===== src/rtl/sar_ctrl_pkg.sv =====
package sar_ctrl_pkg;
  typedef enum logic [1:0] {
    ST_IDLE   = 2'd0,
    ST_TRACK  = 2'd1,
    ST_DECIDE = 2'd2,
    ST_CLOSE  = 2'd3
  } sar_state_e;
endpackage


===== src/rtl/sar_frame_seq.sv =====
// Frame sequencer: idle -> track -> RES_W decisions -> close.
module sar_frame_seq
  import sar_ctrl_pkg::*;
#(
  parameter int RES_W = 12,
  localparam int IDX_W = $clog2(RES_W + 1)
) (
  input  logic             clk,
  input  logic             rst,
  input  logic             start_i,
  output sar_state_e       st_o,
  output logic [IDX_W-1:0] idx_o,
  output logic             enter_track_o,
  output logic             track_o,
  output logic             phase_o
);
  sar_state_e       st_q, st_d;
  logic [IDX_W-1:0] idx_q, idx_d;
  logic             track_q, phase_q;

  always_comb begin
    st_d  = st_q;
    idx_d = idx_q;
    unique case (st_q)
      ST_IDLE:   st_d = start_i ? ST_TRACK : ST_IDLE;
      ST_TRACK: begin
        st_d  = ST_DECIDE;
        idx_d = IDX_W'(RES_W - 1);
      end
      ST_DECIDE: begin
        if (idx_q == '0) st_d = ST_CLOSE;
        else             idx_d = idx_q - 1'b1;
      end
      ST_CLOSE:  st_d = start_i ? ST_TRACK : ST_IDLE;
      default:   st_d = ST_IDLE;
    endcase
  end

  assign enter_track_o = (st_d == ST_TRACK);

  always_ff @(posedge clk) begin
    if (rst) begin
      st_q    <= ST_IDLE;
      idx_q   <= '0;
      track_q <= 1'b0;
      phase_q <= 1'b0;
    end else begin
      st_q    <= st_d;
      idx_q   <= idx_d;
      track_q <= (st_d == ST_TRACK);
      phase_q <= (st_d == ST_DECIDE);
    end
  end

  assign st_o    = st_q;
  assign idx_o   = idx_q;
  assign track_o = track_q;
  assign phase_o = phase_q;
endmodule


===== src/rtl/sar_trial_word.sv =====
// Approximation register: one flop per bit, MSB-first trial-and-keep.
module sar_trial_word
  import sar_ctrl_pkg::*;
#(
  parameter int RES_W = 12,
  localparam int IDX_W = $clog2(RES_W + 1)
) (
  input  logic             clk,
  input  logic             rst,
  input  sar_state_e       st_i,
  input  logic [IDX_W-1:0] idx_i,
  input  logic             clr_i,
  input  logic             above_i,
  output logic [RES_W-1:0] trial_o,
  output logic [RES_W-1:0] trial_next_o
);
  logic [RES_W-1:0] trial_q, trial_d;

  for (genvar i = 0; i < RES_W; i++) begin : g_bit
    always_comb begin
      trial_d[i] = trial_q[i];
      if (clr_i) begin
        trial_d[i] = 1'b0;
      end else if (st_i == ST_TRACK) begin
        if (i == RES_W - 1) trial_d[i] = 1'b1;
      end else if (st_i == ST_DECIDE) begin
        if (idx_i == IDX_W'(i))          trial_d[i] = ~above_i;
        else if (idx_i == IDX_W'(i + 1)) trial_d[i] = 1'b1;
      end
    end
  end

  always_ff @(posedge clk) begin
    if (rst) trial_q <= '0;
    else     trial_q <= trial_d;
  end

  assign trial_o      = trial_q;
  assign trial_next_o = trial_d;
endmodule


===== src/rtl/sar_result_reg.sv =====
// Result register: loads the final word on entry to the closing period.
module sar_result_reg
  import sar_ctrl_pkg::*;
#(
  parameter int RES_W = 12,
  localparam int IDX_W = $clog2(RES_W + 1)
) (
  input  logic             clk,
  input  logic             rst,
  input  sar_state_e       st_i,
  input  logic [IDX_W-1:0] idx_i,
  input  logic [RES_W-1:0] word_i,
  output logic [RES_W-1:0] result_o,
  output logic             done_o
);
  logic             last_bit;
  logic [RES_W-1:0] res_q;
  logic             done_q;

  assign last_bit = (st_i == ST_DECIDE) && (idx_i == '0);

  always_ff @(posedge clk) begin
    if (rst) begin
      res_q  <= '0;
      done_q <= 1'b0;
    end else begin
      done_q <= last_bit;
      if (last_bit) res_q <= word_i;
    end
  end

  assign result_o = res_q;
  assign done_o   = done_q;
endmodule


===== src/rtl/sar_split_ctrl.sv =====
module sar_split_ctrl
  import sar_ctrl_pkg::*;
#(
  parameter int HI_W = 6,
  parameter int LO_W = 6
) (
  input  logic                 clk,
  input  logic                 rst,
  input  logic                 start_i,
  input  logic                 cmp_above_i,
  output logic                 track_o,
  output logic                 cmp_phase_o,
  output logic [HI_W-1:0]      hi_code_o,
  output logic [LO_W-1:0]      lo_code_o,
  output logic [HI_W+LO_W-1:0] result_o,
  output logic                 done_o
);
  localparam int RES_W = HI_W + LO_W;
  localparam int IDX_W = $clog2(RES_W + 1);

  sar_state_e       st;
  logic [IDX_W-1:0] idx;
  logic             enter_track;
  logic [RES_W-1:0] trial, trial_next;

  sar_frame_seq #(.RES_W(RES_W)) u_seq (
    .clk           (clk),
    .rst           (rst),
    .start_i       (start_i),
    .st_o          (st),
    .idx_o         (idx),
    .enter_track_o (enter_track),
    .track_o       (track_o),
    .phase_o       (cmp_phase_o)
  );

  sar_trial_word #(.RES_W(RES_W)) u_trial (
    .clk          (clk),
    .rst          (rst),
    .st_i         (st),
    .idx_i        (idx),
    .clr_i        (enter_track),
    .above_i      (cmp_above_i),
    .trial_o      (trial),
    .trial_next_o (trial_next)
  );

  sar_result_reg #(.RES_W(RES_W)) u_res (
    .clk      (clk),
    .rst      (rst),
    .st_i     (st),
    .idx_i    (idx),
    .word_i   (trial_next),
    .result_o (result_o),
    .done_o   (done_o)
  );

  assign hi_code_o = trial[RES_W-1:LO_W];
  assign lo_code_o = trial[LO_W-1:0];
endmodule


===== config.mk =====
export PLATFORM = sky130hd
export DESIGN_NAME = sar_split_ctrl
export DESIGN_NICKNAME = d
export VERILOG_FILES = /design/src/rtl/sar_ctrl_pkg.sv /design/src/rtl/sar_frame_seq.sv /design/src/rtl/sar_trial_word.sv /design/src/rtl/sar_result_reg.sv /design/src/rtl/sar_split_ctrl.sv
export SDC_FILE = /design/constraint.sdc
export NUM_CORES = 1
export LEC_CHECK = 0
export BUFFER_PORTS_ARGS = -buffer_cell sky130_fd_sc_hd__buf_2
export CORE_MARGIN = 5
export CORE_UTILIZATION = 50
export DETAILED_ROUTE_END_ITERATION = 10
export GPL_TIMING_DRIVEN = 1
export PLACE_DENSITY = 0.72
export SYNTH_ARGS = -nofsm -noshare
export SYNTH_HDL_FRONTEND = slang
export SYNTH_HIERARCHICAL = 1
export SYNTH_SLANG_ARGS = --single-unit

===== constraint.sdc =====
create_clock -name clk -period 3.78 [get_ports clk]
set_clock_uncertainty 0.1 [all_clocks]
set_input_delay 0.756 -clock clk [delete_from_list [all_inputs] [get_ports clk]]
set_output_delay 0.756 -clock clk [all_outputs]
set_load 0.01 [all_outputs]

-- Word level (Yosys, flattened, before mapping)
Cells that the tools add are included.
- output and inout port bits: 27
- register bits: 33
- input bits: 4
- equality and inequality tests: 18
- reduce and logical (&&, ||, !) cells: 6
- bitwise logic cells: 1
- add/subtract/negate cells: 1
- muxes and demuxes: 65
- operator list (kind ; number):
    2-to-1 mux 1 bit ; 61
    equality test 4 bit (second input constant) ; 5
    equality test 4 x 3 -> 1 bit (second input constant) ; 4
    equality test 4 x 2 -> 1 bit (second input constant) ; 2
    case mux 4 bit (2 select lines) ; 1
    equality test 2 bit (second input constant) ; 3
    case mux 2 bit (3 select lines) ; 1
    equality test 2 x 1 -> 1 bit (second input constant) ; 2
    equality test 4 x 1 -> 1 bit (second input constant) ; 1
    zero test 4 bit ; 1
    2-to-1 mux 4 bit ; 1
    subtractor 4 x 1 -> 4 bit (second input constant) ; 1
    zero test 2 bit ; 1
    2-to-1 mux 2 bit ; 1
    != test 2 bit (second input constant) ; 1
    AND reduction 2 bit ; 1
    nonzero test 2 bit ; 1
    OR reduction 2 bit ; 1
    logical AND 1 bit ; 1
    NOT 1 bit ; 1

-- Depth between registers and ports, before layout
Gate-level depths: netlist of the first run.
- word-level depth: 6
- gate-level depth with buffers: 9
- mapped depth without buffers: 8

-- Modules after synthesis
The synthesis of the first run kept the hierarchy.
- modules (own cells, without submodules) (module ; cells each ; times used ; area each (um^2) ; sequential area each (um^2)):
    sar_trial_word ; 93 ; 1 ; 787.0 ; 240.2
    sar_result_reg ; 55 ; 1 ; 594.3 ; 260.2
    sar_frame_seq ; 43 ; 1 ; 421.7 ; 160.2

-- Least setup slack after synthesis of the first run
OpenSTA, ideal clock, no wires.
- kind: register to register
- from: register u_seq.idx_q[0], in the netlist u_seq/idx_o[0]
- to: register u_trial.trial_q[5], in the netlist u_trial/trial_o[5]
- library setup time: 86 ps
- clock period less this slack: 2119 ps
- buffers on the path: 1
- slack: 1661 ps
- data arrival time: 1933 ps
- data required time: 3594 ps
- stages on the path, launching flop included: 9
- path through: dfxtp_1 inv_1 ha_1 nor3b_4 o21ai_2 a21oi_1 or2_2 clkbuf_1 a211oi_1
- elaborated cells between the ends (all ways): 11
- classes of those cells: 3 x eq/ne; 7 x mux; 1 x reduce/logical
- RTL lines (item ; line ; text):
    start, declared ; sar_frame_seq.sv:18 ; logic [IDX_W-1:0] idx_q, idx_d;
    start signal, assigned ; sar_frame_seq.sv:49 ; idx_q <= idx_d;
    zero test 4 bit ; sar_frame_seq.sv:31 ; if (idx_q == '0) st_d = ST_CLOSE;
    2-to-1 mux 2 bit ; sar_frame_seq.sv:31 ;
    case mux 2 bit (3 select lines) ; sar_frame_seq.sv:24 ; unique case (st_q)
    equality test 2 x 1 -> 1 bit ; sar_frame_seq.sv:39 ; assign enter_track_o = (st_d == ST_TRACK);
    named net enter_track ; sar_split_ctrl.sv:23 ; logic enter_track;
    2-to-1 mux 1 bit ; sar_trial_word.sv:22 ; if (clr_i) begin
    end signal, assigned ; sar_trial_word.sv:35 ; else trial_q <= trial_d;
    end, declared ; sar_trial_word.sv:17 ; logic [RES_W-1:0] trial_q, trial_d;
The timed path passes the listed nets, and every way through them passes these cells.
A chain may end at the register's enable or synchronous reset.

-- Worst setup path in the final report of the first run
- from: register u_seq.idx_q[0], in the netlist u_seq/idx_o[0]
- to: register u_trial.trial_q[1], in the netlist u_trial/trial_o[1]
The elaborated chain is that of the path after synthesis.

==> results of run 1 <==
-- stage by stage --
step           utilization (%)  instances  setup WS [ns]  hold slack [ns]  area [µm²]
2_1_floorplan                -        191           1.66            0.393        1800
3_3_place_gp              56.7        257           1.21            0.355        1940
3_5_place_dp              56.7        257           1.08            0.362        1940
4_1_cts                   58.4        265           1.08            0.377        1990
5_1_grt                   58.4        265          0.881            0.409        1990
6_report                  58.4        265           1.06            0.374        1990
-- Yosys cell counts (all sizes together) --
| cell | count | area [µm²] |
|---|---|---|
| nand2b | 29 | 181 |
| o221a | 2 | 22.5 |
| a211oi | 12 | 95.1 |
| nand2 | 4 | 15.0 |
| o21ai | 2 | 13.8 |
| mux2i | 13 | 130 |
| dfxtp | 33 | 661 |
| a31oi | 2 | 12.5 |
| nor3b | 3 | 38.8 |
| a311oi | 1 | 8.76 |
| or2 | 2 | 12.5 |
| ha | 4 | 50.1 |
| nand3b | 1 | 7.51 |
| nand4b | 1 | 8.76 |
| clkbuf | 5 | 20.0 |
| buf | 6 | 60.1 |
| a21oi | 12 | 60.1 |
| and3b | 1 | 8.76 |
| nor4b | 4 | 60.1 |
| nor2b | 3 | 18.8 |
| and4bb | 2 | 25.0 |
| nand4bb | 2 | 22.5 |
| nor2 | 7 | 26.3 |
| or4b | 2 | 27.5 |
| nor3 | 17 | 101 |
| o21a | 1 | 7.51 |
| o211ai | 2 | 15.0 |
| nand3 | 1 | 5.00 |
| nor4 | 4 | 25.0 |
| inv | 10 | 37.5 |
| o22ai | 3 | 25.0 |
-- worst min-delay path, delay by kind of cell (launching register included) --
family | cells | cell delay [ns]
flip-flops | 1 | 0.32
multiplexers | 1 | 0.05
AND/OR/NAND/NOR | 1 | 0.06
-- registers in the layout, summed over array words and instances, names as in the netlist --
register	cells
u_res/done_o	1
u_seq/track_o	1
u_trial/trial_o	12
u_seq/st_o	2
u_res/result_o	12
u_seq/phase_o	1
u_seq/idx_o	4
-- kinds of logic (layout without fill, tap and decap cells) --
kind of cell	Yosys count	after routing
adders and majority gates	4	4
and+or+nand+nor	83	83
buffers and inverters	21	49
DFF	33	33
AOI/OAI and AO/OA	37	37
muxes	13	13
-- worst paths after layout --
kind                     startpoint                  to  slack (ns)  cells after the start
setup / recovery     u_seq/idx_o[0]  u_trial/trial_o[1]        1.06                      8
setup reg to reg     u_seq/idx_o[0]  u_trial/trial_o[1]        1.06                      8
hold / removal    u_res/result_o[4]   u_res/result_o[4]        0.37                      2
hold reg to reg   u_res/result_o[4]   u_res/result_o[4]        0.37                      2
-- area by class of cell --
cell class	instances	area, µm²	share of cell area [%]
clock inverter	3	17.5	0.879
tap	46	57.6	2.89
timing repair buffer	31	158	7.91
inverter	10	37.5	1.88
multi-input combinational	137	1020	51.4
sequential	33	661	33.1
clock buffer	5	37.5	1.88
-- power groups by stage --
stage	Combinational (µW)	Clock [µW]	Sequential, µW
finish	393	192	487
global route	424	220	499
CTS	389	203	486
detailed placement	387	0	494
global placement	370	0	490
floorplan	356	0	447
-- per-layer routing --
metal	vias to the layer above	GRT usage (%)	share of wire, %
met5	-	0	0
met3	7	5.16	5.2
met2	49	26.5	47
li1	753	-	-
met4	0	9.57	1.8
met1	677	21.1	46
-- cell usage in the layout, fill, tap and decap left out, drive strengths merged, types with 2 or more instances in the layout --
master   netlist  final
a211oi        12     12
a21oi         12     12
a31oi          2      2
and4bb         2      2
buf            6     31
clkbuf         5      5
clkinv         0      2
dfxtp         33     33
ha             4      4
inv           10     10
mux2i         13     13
nand2          4      4
nand2b        29     29
nand4bb        2      2
nor2           7      7
nor2b          3      3
nor3          17     17
nor3b          3      3
nor4           4      4
nor4b          4      4
o211ai         2      2
o21ai          2      2
o221a          2      2
o22ai          3      3
or2            2      2
or4b           2      2
==> reports/results.ini, run 1 <==
[outcome]
status=complete, no violations

[die]
die_y_um=70.1
ios=31
num_rows=21
fp.dieW_um=70.1
coreArea_um2=3420
start_util_pct=52.8
die-area_um2=4910

[clock_tree]
clk_path_buf_depth=2
htree_levels=2
cts_setup_buffers=0
clkLatencyLatePin_ns=0.34
cts_buffers=5
cts_num_sinks=33
hold_buffers=0
cts_tree=done
cts_root_buf=clkbuf_4
cts_resized=0
path_clk_slew_ns=0.10

[placement]
port_buffers=30
gp_congestion=0.813
place_hpwl_um=2850

[critical_path]
critical-path-top-delay-family=flip-flops
slowest_delay_ns=0.80
cp.arrival_ns=2.88
critPathBufInv=2
path_cells=inv_1 > ha_1 > nor3b_4 > o21ai_2 > a21oi_1 > buf_4 > or2_2 > a211oi_1
cp-end-kind=flip-flop
cp_slowest_cell=dfxtp_1
cp-start-kind=flip-flop
path_class=reg2reg
cp_max_fo=19
worstPathRequired_ns=3.93

[yosys]
syn-num-nets=199
synth-xor-area-share_pct=0
synth_cell_types=42
synth_top_family_by_area=simple AND/OR/NAND/NOR gates
syn-instance-count=191
synth_compound_area_share_pct=14.4
ys_seq_elements=33
yosys.area_share.adder_pct=2.78
seq_area_frac_synth_pct=36.6
ys_warn_count=6
synth_area_um2=1800
syn_area_per_cell_um2=9.44
yosys.area_share.simple_pct=32.4
synthMuxAreaShare_pct=7.22

[sta]
grt_setup_unrepaired=no
drv_slew=0
worstMarginPinSlew_ns=0.777
slew_headroom_pct=48.1
period_minus_slack_ns=2.72
post-route-period-util_pct=72.0
finalSetupViolations=0
final_hold_viol_count=0
clock.fmax_mhz=367
fin_tns_setup_ns=0

[layout]
drive_gt1_share_pct=25.6
area_delta_synth_final_pct=10.5
n_fill_cell=326
nets=226
antenna_cells=0

[run]
drv_cap=0

[global_route]
antenna_found_initial=0
grt-ovfl-total=0
grt_pass1_wl_um=6720
track_usage_pct=17.1
grt_pass1_vias=1458
grt_max_degree=33

[pwr]
p_sw_uw=444
ir_drop_mv=0.349
leakagePower_uw=0.000719
pwr-share-seq_pct=45.4
intPower_uw=627
combinationalPowerShare_pct=36.7
p_sw_share_pct=41.4
power-per-cell-area_nw_per_um2=537
p_clk_share_pct=17.9
p_total_uw=1070

[detailed_routing]
drt_pre_antenna_iters=4
ant_nets=0
detail_route.vias_per_cell=5.61
routed_wl_um=3970
wl_per_cell_um=15.0
drcViolationCount=0
via_count=1486
drtIter0Drc=67

[hold_path]
hold_class=reg2reg

Power figures use the tool's default switching activity.
==> run 2, diff against run 1 <==
--- a/config.mk
+++ b/config.mk
@@ -10,7 +10,7 @@
 export CORE_UTILIZATION = 50
 export DETAILED_ROUTE_END_ITERATION = 10
 export GPL_TIMING_DRIVEN = 1
-export PLACE_DENSITY = 0.72
+export PLACE_DENSITY = 0.75
 export SYNTH_ARGS = -nofsm -noshare
 export SYNTH_HDL_FRONTEND = slang
 export SYNTH_HIERARCHICAL = 1
==> constraint.sdc (replaced) <==
create_clock -name clk -period 2.5 [get_ports clk]
set_clock_uncertainty 0.1 [all_clocks]
set_input_delay 0.5 -clock clk [delete_from_list [all_inputs] [get_ports clk]]
set_output_delay 0.5 -clock clk [all_outputs]
set_load 0.01 [all_outputs]
==> reports/results.ini, run 2 (same netlist as run 1, synthesis figures left out) <==
[outcome]
status=complete, no violations

[global_route]
grt_max_degree=33
grt_pass1_vias=1389
grt-ovfl-total=0
grt_pass1_wl_um=6690
track_usage_pct=17.0
antenna_found_initial=0

[sta]
final_hold_viol_count=0
drv_slew=0
finalSetupViolations=0
grt_setup_unrepaired=no
timing.hold.ws_ns=0.331
worstMarginPinSlew_ns=0.634
post-route-period-util_pct=89.6
period_minus_slack_ns=2.24
clock.fmax_mhz=446
slew_headroom_pct=57.7

[layout]
final_common_cell=dfxtp_1
n_fill_cell=318
layout_common_cells=dfxtp_1, buf_2, nand2b_1
nets=234
area_delta_synth_final_pct=13.7
fin_cells=273
antenna_cells=0
drive_gt1_share_pct=27.3

[die]
die-area_um2=4910
num_rows=21
ios=31
fp.dieW_um=70.1
die_y_um=70.1
coreArea_um2=3420
start_util_pct=52.8

[critical_path]
cp_max_fo=13
worstPathRequired_ns=2.60
r2r_cells=7
endpoint=u_trial/trial_o[10]
cp.arrival_ns=2.35
r2r_start=u_seq/idx_o[0]
cp-startpoint=u_seq/idx_o[0]
cp-end-kind=flip-flop
r2r-end=u_trial/trial_o[10]
reg2reg_slack_ns=0.26
path_class=reg2reg
cp-start-kind=flip-flop

[detailed_routing]
via_count=1521
drtIter0Drc=122
drt_pre_antenna_iters=4
detail_route.vias_per_cell=5.57
routed_wl_um=4080
wl_per_cell_um=14.9
ant_nets=0
drcViolationCount=0

[hold_path]
hold_class=in2reg

[placement]
gp_congestion=0.795
placed_cells=265
place_hpwl_um=2780
port_buffers=30

[pwr]
leakagePower_uw=0.000757
ir_drop_mv=0.417
power-per-cell-area_nw_per_um2=815

[run]
drv_cap=0

[clock_tree]
cts_num_sinks=33
cts_tree=done
htree_levels=2
clkLatencyLatePin_ns=0.34
clk_path_buf_depth=2
cts_root_buf=clkbuf_4
cts_setup_buffers=0
path_clk_slew_ns=0.10
cts_buffers=5

run 2: cell types whose count changed in the layout (fill, tap and decap cells not counted):
cell        change
buf_4           +8
clkbuf_1        +3
clkinv_2        -2
a21oi_1         -1
a21oi_2         +1
clkinvlp_4      -1
run 2: layout make-up:
cell class,instances,area (µm²),area share (%)
well taps,46,57.6,2.81
inverters,10,37.5,1.83
flip-flops and latches,33,661,32.2
repair buffers,39,218,10.6
multi-input cells,137,1030,50.2
clock buffers,8,48.8,2.38
run 2: routing by layer:
| metal | track usage (%) | share of wire [%] |
|---|---|---|
| met5 | 0 | 0 |
| met4 | 6.81 | 1.8 |
| met3 | 5.02 | 6.0 |
| met1 | 23.4 | 50 |
| met2 | 24.7 | 42 |
run 2: worst min path at each step:
stage	to	from	slack [ns]	depth (start not counted)
final	u_seq/st_o[0]	start_i	0.33	3
after global routing	u_seq/st_o[0]	start_i	0.33	3
after CTS	u_seq/st_o[0]	start_i	0.32	3
after detailed placement	u_res/result_o[8]	u_res/result_o[8]	0.36	2
after global placement	u_res/result_o[6]	u_res/result_o[6]	0.36	2
after floorplan	u_res/result_o[11]	u_res/result_o[11]	0.39	2
run 2: power breakdown:
group / switching [µW] / leakage (µW) / internal [µW]
Clock: 173 / 0.0000265 / 112
Combinational: 469 / 0.000464 / 303
Sequential: 35.4 / 0.000267 / 579
run 2: timing repair:
| item | in CTS | in global routing |
|---|---|---|
| hold buffers | 0 | 0 |
| gates resized for setup | 1 | 0 |
| setup endpoints to repair | 12 | 0 |
run 2: worst max-delay path, cell delays in order, from the launching register on:
cell and delay [ns]:
dfxtp_1 0.33, inv_1 0.06, ha_1 0.22, nor3b_4 0.27, o21ai_2 0.12, a21oi_2 0.52
or2_2 0.39, nor3_1 0.10
run 2: per-stage QoR:
step	worst slack (ns)	utilization, %	instance area, µm²	total power, µW	TNS [ns]
after global routing	0.131	60.0	2050	1770	0
after floorplan	0.381	-	1800	1210	0
final	0.259	60.0	2050	1670	0
after global placement	0.0629	58.5	2000	1370	0
after detailed placement	-0.0373	58.5	2000	1380	-0.323
after CTS	0.249	60.0	2050	1670	0
==> run 3, diff against run 2 <==
--- a/config.mk
+++ b/config.mk
@@ -11,6 +11,7 @@
 export DETAILED_ROUTE_END_ITERATION = 10
 export GPL_TIMING_DRIVEN = 1
 export PLACE_DENSITY = 0.75
+export RECOVER_POWER = 25
 export SYNTH_ARGS = -nofsm -noshare
 export SYNTH_HDL_FRONTEND = slang
 export SYNTH_HIERARCHICAL = 1
==> reports/results.ini, run 3 (same netlist as run 1, synthesis figures left out) <==
[placement]
pre_cts_slack_ns=-0.0373
port_buffers=30
gp_congestion=0.795
place_hpwl_um=2780

[layout]
final_common_cell=dfxtp_1
drive_gt1_share_pct=21.1
area_delta_synth_final_pct=12.6
n_fill_cell=329
seq_area_um2=661
antenna_cells=0
multiInputGateArea_um2=1030
layout_common_cells=dfxtp_1, nand2b_1, clkbuf_1, buf_2, nor3_1
nets=234

[detailed_routing]
drt_pre_antenna_iters=4
routed_wl_um=4070
via_count=1525
drcViolationCount=0
ant_nets=0
detail_route.vias_per_cell=5.59
wl_per_cell_um=14.9
drtIter0Drc=115

[clock_tree]
clkLatencyLatePin_ns=0.34
clk_path_buf_depth=2
cts_tree=done
htree_levels=2
cts_num_sinks=33
cts_root_buf=clkbuf_4
path_clk_slew_ns=0.10
hold_buffers=0
cts_buffers=5

[pwr]
power-per-cell-area_nw_per_um2=819
ir_drop_mv=0.407
leakagePower_uw=0.000697

[critical_path]
cp-startpoint=u_seq/idx_o[0]
reg2reg_slack_ns=0.27
cp.arrival_ns=2.34
cp_max_fo=13
r2r_cells=7
path_class=reg2reg
cp-start-kind=flip-flop
worstPathRequired_ns=2.61
r2r_start=u_seq/idx_o[0]
r2r-end=u_trial/trial_o[10]
cp-end-kind=flip-flop

[die]
num_rows=21
fp.dieW_um=70.1
ios=31
coreArea_um2=3420
die_y_um=70.1
die-area_um2=4910
start_util_pct=52.8

[hold_path]
hold-path-endpoint=u_seq/st_o[0]
hold_class=in2reg
hold_path_depth=3
hold_start=start_i

[global_route]
grt_max_degree=33
grt_pass1_wl_um=6690
grt_pass1_vias=1389
grt-ovfl-total=0
track_usage_pct=17.0
antenna_found_initial=0

[sta]
clock.fmax_mhz=448
final_hold_viol_count=0
finalSetupViolations=0
post-route-period-util_pct=89.2
period_minus_slack_ns=2.23
timing.final.ws_setup_ns=0.269
drv_slew=0
slew_headroom_pct=58.1
worstMarginPinSlew_ns=0.629
fin_tns_setup_ns=0
grt_setup_unrepaired=no

[outcome]
status=complete, no violations

[run]
drv_cap=0

run 3: cell count changes in the layout (fill, tap and decap cells not counted):
cell,before,now
buf_2,30,17
buf_4,9,8
clkbuf_1,3,17
run 3: critical path, cell delays in order (launching register included):
cell and delay [ns]:
dfxtp_1 0.33, inv_1 0.06, ha_1 0.22, nor3b_4 0.27, o21ai_2 0.12, a21oi_2 0.52, or2_2 0.38, nor3_1 0.09
run 3: area by class of cell:
| class | count | share of cell area (%) |
|---|---|---|
| Multi-Input combinational cell | 137 | 50.6 |
| Timing Repair Buffer | 39 | 9.74 |
| Tap cell | 46 | 2.83 |
| Inverter | 10 | 1.85 |
| Clock buffer | 8 | 2.40 |
| Sequential cell | 33 | 32.5 |
run 3: layer usage:
metal / vias up / wire length (µm) / GRT usage [%]
met5: - / 0 / 0
met1: 696 / 2010 / 23.4
met4: 0 / 76 / 6.81
met3: 10 / 236 / 5.02
met2: 53 / 1750 / 24.7
li1: 766 / - / -
run 3: where the power goes:
part           switching (µW)  internal, µW  leakage (µW)
Sequential               35.8           579      0.000267
Clock                     175           112     0.0000265
Combinational             465           295      0.000403
Total                     677           986      0.000697
run 3: how the worst max path moves through the flow:
stage | slack (ns) | to | cells after the start
floorplan | 0.38 | u_trial/trial_o[5] | 8
global placement | 0.06 | u_trial/trial_o[11] | 7
detailed placement | -0.04 | u_trial/trial_o[6] | 7
CTS | 0.25 | u_trial/trial_o[10] | 7
global route | 0.13 | u_trial/trial_o[10] | 7
finish | 0.27 | u_trial/trial_o[10] | 7
run 3: metrics by stage:
stage	utilization [%]	cells	hold slack, ns	power, µW	area, µm²
finish	59.5	273	0.325	1660	2030
global route	59.5	273	0.329	1760	2030
CTS	60.0	273	0.320	1670	2050
detailed placement	58.5	265	0.361	1380	2000
global placement	58.5	265	0.357	1370	2000
floorplan	-	191	0.393	1210	1800
run 3: timing repair:
| item | 4_1_cts | 5_1_grt |
|---|---|---|
| endpoints found under the setup margin | 12 | 0 |
| buffers inserted | 0 | 0 |
| gates resized for setup | 1 | 0 |
